**src/rtl/ccd_seq_pkg.sv**
```systemverilog
package ccd_seq_pkg;

  // Readout phases of the sequencer
  typedef enum logic [2:0] {
    ST_IDLE,
    ST_INTEG,
    ST_VPUL,
    ST_VGAP,
    ST_HPUL,
    ST_HLOW
  } seq_state_e;

endpackage

```
**src/rtl/ccd_seq_rst_sync.sv**
```systemverilog
module ccd_seq_rst_sync (
  input  logic clk,
  input  logic rst_n,
  output logic rst_sync_n
);

  logic [1:0] sync_q;

  always_ff @(posedge clk or negedge rst_n) begin
    if (!rst_n) sync_q <= 2'b00;
    else        sync_q <= {sync_q[0], 1'b1};
  end

  assign rst_sync_n = sync_q[1];

endmodule

```
**src/rtl/ccd_seq_ctrl.sv**
```systemverilog
module ccd_seq_ctrl
  import ccd_seq_pkg::*;
#(
  parameter int ROW_W = 12,
  parameter int COL_W = 12,
  parameter int INT_W = 20,
  parameter int V_W   = 4,
  parameter int H_W   = 2,
  parameter int V_GAP = 1
) (
  input  logic             clk,
  input  logic             rst_n,
  input  logic             start,
  input  logic             samp_pend,
  input  logic [INT_W-1:0] int_len,
  input  logic [ROW_W-1:0] rows,
  input  logic [COL_W-1:0] cols,
  output logic             v_clk,
  output logic             h_clk,
  output logic             active,
  output logic             ev_valid,
  output logic [ROW_W-1:0] ev_row,
  output logic [COL_W-1:0] ev_col,
  output logic             ev_sof,
  output logic             ev_eol
);

  localparam int VH_MAX = (V_W > H_W) ? V_W : H_W;
  localparam int PH_MAX = (VH_MAX > V_GAP) ? VH_MAX : V_GAP;
  localparam int PH_W   = $clog2(PH_MAX + 1);
  localparam int CW     = (INT_W > PH_W) ? INT_W : PH_W;

  seq_state_e       state_q, state_d;
  logic [CW-1:0]    tcnt_q, tcnt_d;
  logic [ROW_W-1:0] row_q, row_d, rows_q;
  logic [COL_W-1:0] col_q, col_d, cols_q;
  logic             accept, last_col, last_row;

  assign accept   = (state_q == ST_IDLE) && start && !samp_pend;
  assign last_col = (col_q == cols_q - COL_W'(1));
  assign last_row = (row_q == rows_q - ROW_W'(1));

  always_comb begin
    state_d  = state_q;
    tcnt_d   = tcnt_q;
    row_d    = row_q;
    col_d    = col_q;
    ev_valid = 1'b0;
    unique case (state_q)
      ST_IDLE: begin
        if (accept) begin
          state_d = ST_INTEG;
          tcnt_d  = (int_len == '0) ? '0 : CW'(int_len) - CW'(1);
          row_d   = '0;
          col_d   = '0;
        end
      end
      ST_INTEG: begin
        if (tcnt_q == '0) begin
          state_d = ST_VPUL;
          tcnt_d  = CW'(V_W - 1);
        end else tcnt_d = tcnt_q - CW'(1);
      end
      ST_VPUL: begin
        if (tcnt_q == '0) begin
          state_d = ST_VGAP;
          tcnt_d  = CW'(V_GAP - 1);
        end else tcnt_d = tcnt_q - CW'(1);
      end
      ST_VGAP: begin
        if (tcnt_q == '0) begin
          state_d  = ST_HPUL;
          tcnt_d   = CW'(H_W - 1);
          col_d    = '0;
          ev_valid = 1'b1;
        end else tcnt_d = tcnt_q - CW'(1);
      end
      ST_HPUL: begin
        if (tcnt_q == '0) begin
          state_d = ST_HLOW;
          tcnt_d  = CW'(H_W - 1);
        end else tcnt_d = tcnt_q - CW'(1);
      end
      ST_HLOW: begin
        if (tcnt_q == '0) begin
          if (!last_col) begin
            state_d  = ST_HPUL;
            tcnt_d   = CW'(H_W - 1);
            col_d    = col_q + COL_W'(1);
            ev_valid = 1'b1;
          end else if (!last_row) begin
            state_d = ST_VPUL;
            tcnt_d  = CW'(V_W - 1);
            row_d   = row_q + ROW_W'(1);
          end else begin
            state_d = ST_IDLE;
          end
        end else tcnt_d = tcnt_q - CW'(1);
      end
      default: state_d = ST_IDLE;
    endcase
  end

  // Tag of the pixel whose serial shift begins on this edge
  assign ev_row = row_q;
  assign ev_col = col_d;
  assign ev_sof = (row_q == '0) && (col_d == '0);
  assign ev_eol = (col_d == cols_q - COL_W'(1));

  always_ff @(posedge clk or negedge rst_n) begin
    if (!rst_n) begin
      state_q <= ST_IDLE;
      tcnt_q  <= '0;
      row_q   <= '0;
      col_q   <= '0;
    end else begin
      state_q <= state_d;
      tcnt_q  <= tcnt_d;
      row_q   <= row_d;
      col_q   <= col_d;
    end
  end

  // Frame dimensions: clock-enabled on frame acceptance only
  always_ff @(posedge clk or negedge rst_n) begin
    if (!rst_n) begin
      rows_q <= ROW_W'(1);
      cols_q <= COL_W'(1);
    end else if (accept) begin
      rows_q <= (rows == '0) ? ROW_W'(1) : rows;
      cols_q <= (cols == '0) ? COL_W'(1) : cols;
    end
  end

  assign v_clk  = (state_q == ST_VPUL);
  assign h_clk  = (state_q == ST_HPUL);
  assign active = (state_q != ST_IDLE);

endmodule

```
**src/rtl/ccd_seq_sample.sv**
```systemverilog
module ccd_seq_sample #(
  parameter int ROW_W   = 12,
  parameter int COL_W   = 12,
  parameter int DATA_W  = 16,
  parameter int ADC_DLY = 2
) (
  input  logic              clk,
  input  logic              rst_n,
  input  logic              ev_valid,
  input  logic [ROW_W-1:0]  ev_row,
  input  logic [COL_W-1:0]  ev_col,
  input  logic              ev_sof,
  input  logic              ev_eol,
  input  logic [DATA_W-1:0] adc_data,
  output logic              adc_conv,
  output logic              pend,
  output logic              pix_valid,
  output logic [DATA_W-1:0] pix_data,
  output logic [ROW_W-1:0]  pix_row,
  output logic [COL_W-1:0]  pix_col,
  output logic              pix_sof,
  output logic              pix_eol
);

  localparam int NST = ADC_DLY + 1;

  logic [NST-1:0]   vld_q;
  logic [ROW_W-1:0] row_p [NST];
  logic [COL_W-1:0] col_p [NST];
  logic [NST-1:0]   sof_p, eol_p;

  always_ff @(posedge clk or negedge rst_n) begin
    if (!rst_n) vld_q <= '0;
    else        vld_q <= {vld_q[NST-2:0], ev_valid};
  end

  // Tag stage 0 captures the event, later stages follow the valid bits
  always_ff @(posedge clk) begin
    if (ev_valid) begin
      row_p[0] <= ev_row;
      col_p[0] <= ev_col;
      sof_p[0] <= ev_sof;
      eol_p[0] <= ev_eol;
    end
  end

  for (genvar g = 1; g < NST; g++) begin : g_tag
    always_ff @(posedge clk) begin
      if (vld_q[g-1]) begin
        row_p[g] <= row_p[g-1];
        col_p[g] <= col_p[g-1];
        sof_p[g] <= sof_p[g-1];
        eol_p[g] <= eol_p[g-1];
      end
    end
  end

  assign adc_conv = vld_q[NST-1];

  always_ff @(posedge clk or negedge rst_n) begin
    if (!rst_n) begin
      pix_valid <= 1'b0;
      pix_sof   <= 1'b0;
      pix_eol   <= 1'b0;
    end else begin
      pix_valid <= adc_conv;
      pix_sof   <= adc_conv && sof_p[NST-1];
      pix_eol   <= adc_conv && eol_p[NST-1];
    end
  end

  always_ff @(posedge clk) begin
    if (adc_conv) begin
      pix_data <= adc_data;
      pix_row  <= row_p[NST-1];
      pix_col  <= col_p[NST-1];
    end
  end

  assign pend = (|vld_q) | pix_valid;

endmodule

```
**src/rtl/ccd_seq_top.sv**
```systemverilog
module ccd_seq_top #(
  parameter int ROW_W   = 12,
  parameter int COL_W   = 12,
  parameter int INT_W   = 20,
  parameter int DATA_W  = 16,
  parameter int V_W     = 4,
  parameter int H_W     = 2,
  parameter int V_GAP   = 1,
  parameter int ADC_DLY = 2
) (
  input  logic              clk,
  input  logic              rst_n,
  input  logic              start,
  input  logic [INT_W-1:0]  int_len,
  input  logic [ROW_W-1:0]  rows,
  input  logic [COL_W-1:0]  cols,
  output logic              v_clk,
  output logic              h_clk,
  output logic              adc_conv,
  input  logic [DATA_W-1:0] adc_data,
  output logic              pix_valid,
  output logic [DATA_W-1:0] pix_data,
  output logic [ROW_W-1:0]  pix_row,
  output logic [COL_W-1:0]  pix_col,
  output logic              pix_sof,
  output logic              pix_eol,
  output logic              busy
);

  logic             rst_int_n;
  logic             samp_pend, ctrl_active;
  logic             ev_valid, ev_sof, ev_eol;
  logic [ROW_W-1:0] ev_row;
  logic [COL_W-1:0] ev_col;

  ccd_seq_rst_sync u_rst (
    .clk        (clk),
    .rst_n      (rst_n),
    .rst_sync_n (rst_int_n)
  );

  ccd_seq_ctrl #(
    .ROW_W (ROW_W),
    .COL_W (COL_W),
    .INT_W (INT_W),
    .V_W   (V_W),
    .H_W   (H_W),
    .V_GAP (V_GAP)
  ) u_ctrl (
    .clk       (clk),
    .rst_n     (rst_int_n),
    .start     (start),
    .samp_pend (samp_pend),
    .int_len   (int_len),
    .rows      (rows),
    .cols      (cols),
    .v_clk     (v_clk),
    .h_clk     (h_clk),
    .active    (ctrl_active),
    .ev_valid  (ev_valid),
    .ev_row    (ev_row),
    .ev_col    (ev_col),
    .ev_sof    (ev_sof),
    .ev_eol    (ev_eol)
  );

  ccd_seq_sample #(
    .ROW_W   (ROW_W),
    .COL_W   (COL_W),
    .DATA_W  (DATA_W),
    .ADC_DLY (ADC_DLY)
  ) u_samp (
    .clk       (clk),
    .rst_n     (rst_int_n),
    .ev_valid  (ev_valid),
    .ev_row    (ev_row),
    .ev_col    (ev_col),
    .ev_sof    (ev_sof),
    .ev_eol    (ev_eol),
    .adc_data  (adc_data),
    .adc_conv  (adc_conv),
    .pend      (samp_pend),
    .pix_valid (pix_valid),
    .pix_data  (pix_data),
    .pix_row   (pix_row),
    .pix_col   (pix_col),
    .pix_sof   (pix_sof),
    .pix_eol   (pix_eol)
  );

  assign busy = ctrl_active | samp_pend;

endmodule

```
**config.mk**
```make
export PLATFORM = sky130hd
export DESIGN_NAME = ccd_seq_top
export DESIGN_NICKNAME = d
export VERILOG_FILES = /design/src/rtl/ccd_seq_pkg.sv /design/src/rtl/ccd_seq_rst_sync.sv /design/src/rtl/ccd_seq_ctrl.sv /design/src/rtl/ccd_seq_sample.sv /design/src/rtl/ccd_seq_top.sv
export SDC_FILE = /design/constraint.sdc
export NUM_CORES = 1
export LEC_CHECK = 0
export ABC_AREA = 1
export BUFFER_PORTS_ARGS = -buffer_cell sky130_fd_sc_hd__buf_2
export CAP_MARGIN = 10
export CORE_MARGIN = 2
export CORE_UTILIZATION = 55
export DETAILED_ROUTE_END_ITERATION = 16
export PLACE_DENSITY = 0.8
export SETUP_SLACK_MARGIN = 0.15
export SLEW_MARGIN = 20
export SYNTH_ARGS = -nofsm -noshare
export SYNTH_HDL_FRONTEND = slang
export SYNTH_SLANG_ARGS = --single-unit
```
**constraint.sdc**
```tcl
create_clock -name clk -period 2.8 [get_ports clk]
set_input_delay 0.42 -clock clk [delete_from_list [all_inputs] [get_ports clk]]
set_output_delay 0.42 -clock clk [all_outputs]
set_load 0.01 [all_outputs]
```
## After elaboration in Yosys (flattened, before gate mapping)

Memory sizes are Yosys's and may differ from the RTL's. A register that Yosys moved wholly into a read port is not among the register bits.
Index checks and enable logic that the tools add are counted.

| storage, ports and cells | value |
|---|---|
| word-level logic and storage cells | 106 |
| flip-flop bits (word level) | 101 |
| memory bits (writable) | 72 |
| input bits | 63 |
| memories | 2 |

Memories:

| memory | depth | bits a word | rd ports | clocked after Yosys merged registers in | write ports | line | text |
|---|---|---|---|---|---|---|---|
| u_samp.col_p | 3 | 12 | 3 | 1 | 3 | ccd_seq_sample.sv:29 | `logic [COL_W-1:0] col_p [NST];` |
| u_samp.row_p | 3 | 12 | 3 | 1 | 3 | ccd_seq_sample.sv:28 | `logic [ROW_W-1:0] row_p [NST];` |

| operators by class | value |
|---|---|
| muxes and demuxes | 40 |
| bitwise operators | 2 |
| reductions and logical operators | 21 |
| equal/unequal tests | 17 |
| $add $sub $neg | 6 |

Operators with widths:

| cell | count |
|---|---|
| $mux 20 | 8 |
| $mux 12 | 10 |
| $pmux 20 s5 | 1 |
| $logic_not 12->1 | 4 |
| $logic_not 20->1 | 2 |
| $sub 20x1->20 const B | 2 |
| $eq 12x12->1 | 3 |
| $pmux 12 s3 | 1 |
| $add 12x1->12 const B | 2 |
| $pmux 12 s2 | 1 |
| $sub 12x1->12 const B | 2 |
| $mux 3 | 7 |
| $pmux 3 s6 | 1 |
| $ne 2x1->1 const B | 7 |
| $mux 1 | 9 |
| $eq 3x2->1 const B | 2 |
| $eq 3x3->1 const B | 2 |
| $reduce_and 6->1 | 1 |
| $logic_and 1x1->1 | 5 |
| $reduce_and 5->1 | 1 |
| $reduce_bool 5->1 | 1 |
| $ne 4x4->1 const B | 1 |
| $eq 3x1->1 const B | 1 |
| $logic_not 3->1 | 1 |
| other kinds (10) | 11 |

## Depth between registers and ports, before layout

| logic depth | value |
|---|---|
| word-level depth | 8 |
| depth in mapped cells | 22 |
| mapped depth without buffers | 21 |

## Hierarchy

From an unflattened synthesis, not the netlist that was laid out.

| second synthesis, totals | value |
|---|---|
| cells, all modules | 1004 |
| area, all modules | 9527.9 sq um |

By module, submodules not included:

| module | cells an instance | seq. area each (sq um) | area each (sq um) | times used |
|---|---|---|---|---|
| ccd_seq_ctrl | 867 | 1779.2 | 5743.0 | 1 |
| ccd_seq_sample | 131 | 3693.5 | 3719.8 | 1 |
| ccd_seq_rst_sync | 3 | 50.0 | 53.8 | 1 |
| ccd_seq_top | 3 | 0.0 | 11.3 | 1 |

## Least setup slack after synthesis

No wires, ideal clock.

| timing path | value |
|---|---|
| kind | flip-flop to flip-flop |
| from | register u_ctrl.tcnt_q[11] |
| to | memory u_samp.col_p[0][0], enable pin |
| period minus slack after synthesis | 3.467 ns |
| library setup time | 0.447 ns |
| arrival time | 3.020 ns |
| data required time | 2.353 ns |
| slack | -0.667 ns |
| stages on the path, launching flop included | 8 |
| cell sequence | dfrtp_1 > nor2_1 > inv_1 > nor3_1 > inv_1 > nor3_2 > nand4_1 > o21ai_0 |

RTL lines:

| element | line | text |
|---|---|---|
| from (decl) | ccd_seq_ctrl.sv:34 | `logic [CW-1:0] tcnt_q, tcnt_d;` |
| from (signal assigned) | ccd_seq_ctrl.sv:118 | `tcnt_q <= tcnt_d;` |
| to (decl) | ccd_seq_sample.sv:29 |  |

## Final worst setup path

| timing path | value |
|---|---|
| from | register u_ctrl.cols_q[0] |
| to | register u_samp.eol_p[0] (data pin) |

| between the ends | value |
|---|---|
| longest elaborated chain between the ends | 6 |

Ends and longest elaborated chain:

| element | line | text |
|---|---|---|
| from (decl) | ccd_seq_ctrl.sv:36 | `logic [COL_W-1:0] col_q, col_d, cols_q;` |
| from (signal assigned) | ccd_seq_ctrl.sv:131 | `cols_q <= (cols == '0) ? COL_W'(1) : cols;` |
| $sub 12x1->12 | ccd_seq_ctrl.sv:40 | `assign last_col = (col_q == cols_q - COL_W'(1));` |
| $eq 12x12->1 | ccd_seq_ctrl.sv:40 |  |
| $mux 12 | ccd_seq_ctrl.sv:86 | `if (!last_col) begin` |
| $mux 12 | ccd_seq_ctrl.sv:85 | `if (tcnt_q == '0) begin` |
| $pmux 12 s3 | ccd_seq_ctrl.sv:49 | `unique case (state_q)` |
| named net ev_col[7] | ccd_seq_top.sv:34 | `logic [COL_W-1:0] ev_col;` |
| $eq 12x12->1 | ccd_seq_ctrl.sv:108 | `assign ev_eol = (col_d == cols_q - COL_W'(1));` |
| named net ev_eol | ccd_seq_top.sv:32 | `logic ev_valid, ev_sof, ev_eol;` |
| to (signal assigned) | ccd_seq_sample.sv:43 | `eol_p[0] <= ev_eol;` |
| to (decl) | ccd_seq_sample.sv:30 | `logic [NST-1:0] sof_p, eol_p;` |

The timed path passes the listed nets, and every way through them passes these cells.
A chain may end at the register's enable or synchronous reset.

==> results.md <==
* Post-synth EDFFs at 118
* Clock tree sinks at slightly below 200
* Final core occ at 0.6866
* Relative slew slack at 0.5588
* Status: finished clean
* IO Count at 110
* CP bufs+invs at 3
* DRC errors left at 0
* Buffers from clock root to sink, at most at 2
* Die area at about 19000 um2
* GR Overflow Total at 0
* Share of the synthesized area in the top cell type at 0.3623
* RSZ-0062 raised after global routing: yes
* Synth warnings at 0
* Skew-Pair Late Insertion Delay at 0.45 ns
* Total Routed Length at 22330 um
* Flops & latches, synth at approximately 200
* Top cells by area, synth: edfxtp_1, dfrtp_1, nand2_1
* WL met1 at between 10000 and 15000 um
* Clk slew on worst S/H paths at 0.08 ns
* Routed met3 length at 1749 um
* GRT Util Overall at 0.2414
* Int Power at around 0.0043 W
* Wire per inst at approximately 16 um
* Tcrit/Tclk final at 0.9695
* Reg power frac at 0.553
* Synth area leader: edfxtp_1
* CTS root buffer: clkbuf_16
* Net Sw Power at 0.001242 W
* H-tree depth at 4
* Synth Flop Type: edfxtp_1
* FFs w/ async S/R, synth at 0.4010
* Max Cap Viol at 0
* Worst flop-to-flop path startpoint: u_ctrl.cols_q[0]
* Drt pass-1 iters at 5
* Slowest CP cell: dfstp_2
* DR vias/cell at between 5 and 6
* Syn nets at ~1100
* Critical Path AT at ~3.0 ns
* Core region area at 17360 um2
* Worst hold-check path type: primary input to flip-flop
* Syn Inst Count at slightly above 1000
* Startpoint types: flip-flop
* Vias in the first global route at around 7200
* Global placement routability congestion at approximately 0.93
* Worst path required time at just over 3 ns
* Syn Std Cell Area at 9779 um2
* Highest Signal Layer: met4
* Final hold vios at 0
* Fin worst setup slack at roughly 0.086 ns
* Area growth syn-to-layout at 21.85%
* Syn_area_per_cell at about 9.5 um2
* Comb power frac at 0.021
* Commonest non-fill, non-tap cell in the layout: nand2_1
* Diode count at 0
* Antenna viol nets, final at 0
* Worst hold start: adc_data[15]
* Port Buf Inserts at ~110
* Fill cell count at between 1000 and 1500
* Fin. max-slew vios at 0
* Maximum clock frequency at between 300 and 400 MHz
* Net Sw Frac at 0.2245
* Synth unique cells at 45
* Final HPWL DP at 15260 um
* Layout cells sized above 1 at 0.2646
* Peak VDD IR at 0.4438 mV
* Clock network power share at 0.426
* Routed met2 length at just over 10000 um
* CP Max Fanout at 5
* WS Path Type: flip-flop to flip-flop
* Commonest non-fill, non-tap cells in the layout: nand2_1, inv_1, edfxtp_1, buf_2, dfrtp_1
* Row count at 48
* Routed via count at between 7000 and 8000
* Crit path launch: u_ctrl.cols_q[0]
* DP Worst Slack at -0.04643 ns
* First-pass GRT wire length at around 35000 um
* Initial antenna violation count at 0
* Skew final at 0.01410 ns
* Die Ht at ~140 um
* TritonCTS clock tree: yes
* CP endpoint kind: flip-flop
* Chip width at between 100 and 150 um
* TritonCTS Buffers at 17
* Starting Density at 0.5634
* Critical path, cell by cell: inv_2, ha_4, inv_2, nand2_2, nand3_2, nor2_1, nand2_1, nor2_1, nand2_1, nor2_4, nand3_4, nand2_4, buf_6, nor2_1, nand2_1, nand3_2, nand3_4, nand2_1, nand2_1, nand4_1, nor2_1
* Final worst path period need at around 2.7 ns
* Critical path's most frequent cell: nand2_1
* Largest net degree at the start of global routing at 45
* Worst hold slack at 0.1510 ns
* Max stage delay on crit path at 0.56 ns
* Pwr/cell area at 464.1 nW/um2
* Final setup viols at 0
* CP top delay family: simple AND/OR/NAND/NOR gates
* Slew @ Worst Pin at around 0.66 ns
* Seq/Total Area, Yosys at 0.5647
* Initial DRC count at between 600 and 700
* Static leakage at around 5.2 nW
* Total Nets Final at approximately 1300
## power by group through the flow
| stage | registers (W) | logic [W] | clock network, W |
|---|---|---|---|
| after CTS | 0.00306 | 0.000120 | 0.00239 |
| after global placement | 0.00312 | 0.000115 | 0 |
| after detailed placement | 0.00312 | 0.000118 | 0 |
| after floorplan | 0.00313 | 0.0000267 | 0 |
| after global routing | 0.00306 | 0.000134 | 0.00252 |
| final | 0.00306 | 0.000117 | 0.00236 |
## worst reg2reg max path, stage by stage, from the launching register on
cell and delay [ns]:
dfstp_2 0.56, inv_2 0.06, ha_4 0.27, inv_2 0.04
nand2_2 0.05, nand3_2 0.06, nor2_1 0.11, nand2_1 0.06
nor2_1 0.08, nand2_1 0.09, nor2_4 0.17, nand3_4 0.15
nand2_4 0.12, buf_6 0.11, nor2_1 0.03, nand2_1 0.10
nand3_2 0.12, nand3_4 0.11, nand2_1 0.06, nand2_1 0.05
nand4_1 0.07, nor2_1 0.10
## layer usage
| layer | track usage | up-vias |
|---|---|---|
| li1 | - | 3817 |
| met1 | 0.3497 | 3619 |
| met2 | 0.3718 | 330 |
| met3 | 0.05114 | 39 |
| met4 | 0.06472 | 0 |
| met5 | 0 | - |
## logic make-up after synthesis
logic type               Yosys count  synth area share
buffers and inverters            150           0.06103
other                              1         0.0003835
AO/OA/AOI/OAI                     98           0.05937
AND/OR/NAND/NOR                  521            0.2532
flip-flops                       197            0.5647
XOR/XNOR                          57           0.05105
adder cells (fa/ha/maj)            8           0.01024
## layout make-up
class	instances	area, um2	area share
flip-flops and latches	197	5528	0.4639
multi-input cells	686	3993	0.3350
repair buffers	164	1021	0.08568
inverters	132	510.5	0.04284
clock buffers	18	429.2	0.03601
well taps	225	281.5	0.02362
clock inverters	14	136.4	0.01144
repair inverters	2	17.52	0.001470
## synthesized netlist by cell type (all sizes together) (17+ instances only)
| cell | count |
|---|---|
| inv | 132 |
| xor2 | 40 |
| nand2 | 259 |
| nand3 | 94 |
| nand4 | 33 |
| dfrtp | 77 |
| nor4 | 17 |
| nor2 | 88 |
| xnor2 | 17 |
| nor3 | 25 |
| edfxtp | 118 |
| o21ai | 63 |
## metrics by stage
| step | instance area (um2) | total power (W) | TNS, ns | cells |
|---|---|---|---|---|
| 6_report | 11920 | 0.005531 | 0 | 1438 |
| 5_1_grt | 11920 | 0.005709 | -0.1039 | 1438 |
| 4_1_cts | 11530 | 0.005562 | 0 | 1425 |
| 3_5_place_dp | 10780 | 0.003238 | -0.04643 | 1381 |
| 3_3_place_gp | 10780 | 0.003234 | 0 | 1381 |
| 2_1_floorplan | 9784 | 0.003161 | 0 | 1032 |
## state kept, by name (all words and copies together) (netlist names)
name              cells
u_ctrl.ev_row        12
u_ctrl.state_q        3
u_samp.pix_eol        1
u_samp.sof_p          3
u_samp.row_p         36
u_samp.col_p         36
u_samp.eol_p          3
u_ctrl.rows_q        12
u_samp.pix_valid      1
u_rst.sync_q          2
u_samp.pix_row       12
u_ctrl.tcnt_q        20
u_samp.pix_col       12
u_samp.pix_data      16
u_ctrl.col_q         12
u_samp.vld_q          3
u_samp.pix_sof        1
u_ctrl.cols_q        12
## final timing paths
path,end,slack (ns),depth (start not counted)
max,u_samp.eol_p[0],0.09,21
min in group asynchronous,u_rst.sync_q[1],0.28,2
min reg2reg,u_ctrl.rows_q[7],0.33,1
max reg2reg,u_samp.eol_p[0],0.09,21
min,u_samp.pix_data[15],0.15,1
max in group asynchronous,u_samp.vld_q[2],1.99,1
## what timing repair did
action,4_1_cts,5_1_grt
gates resized for setup,25,64
cloned,1,2
pin swaps,21,32
hold buffers,1,0
hold endpoints to repair,2,0
setup buffers,10,11
endpoints found under the setup margin,19,68
(Power assumes the default switching activity.)
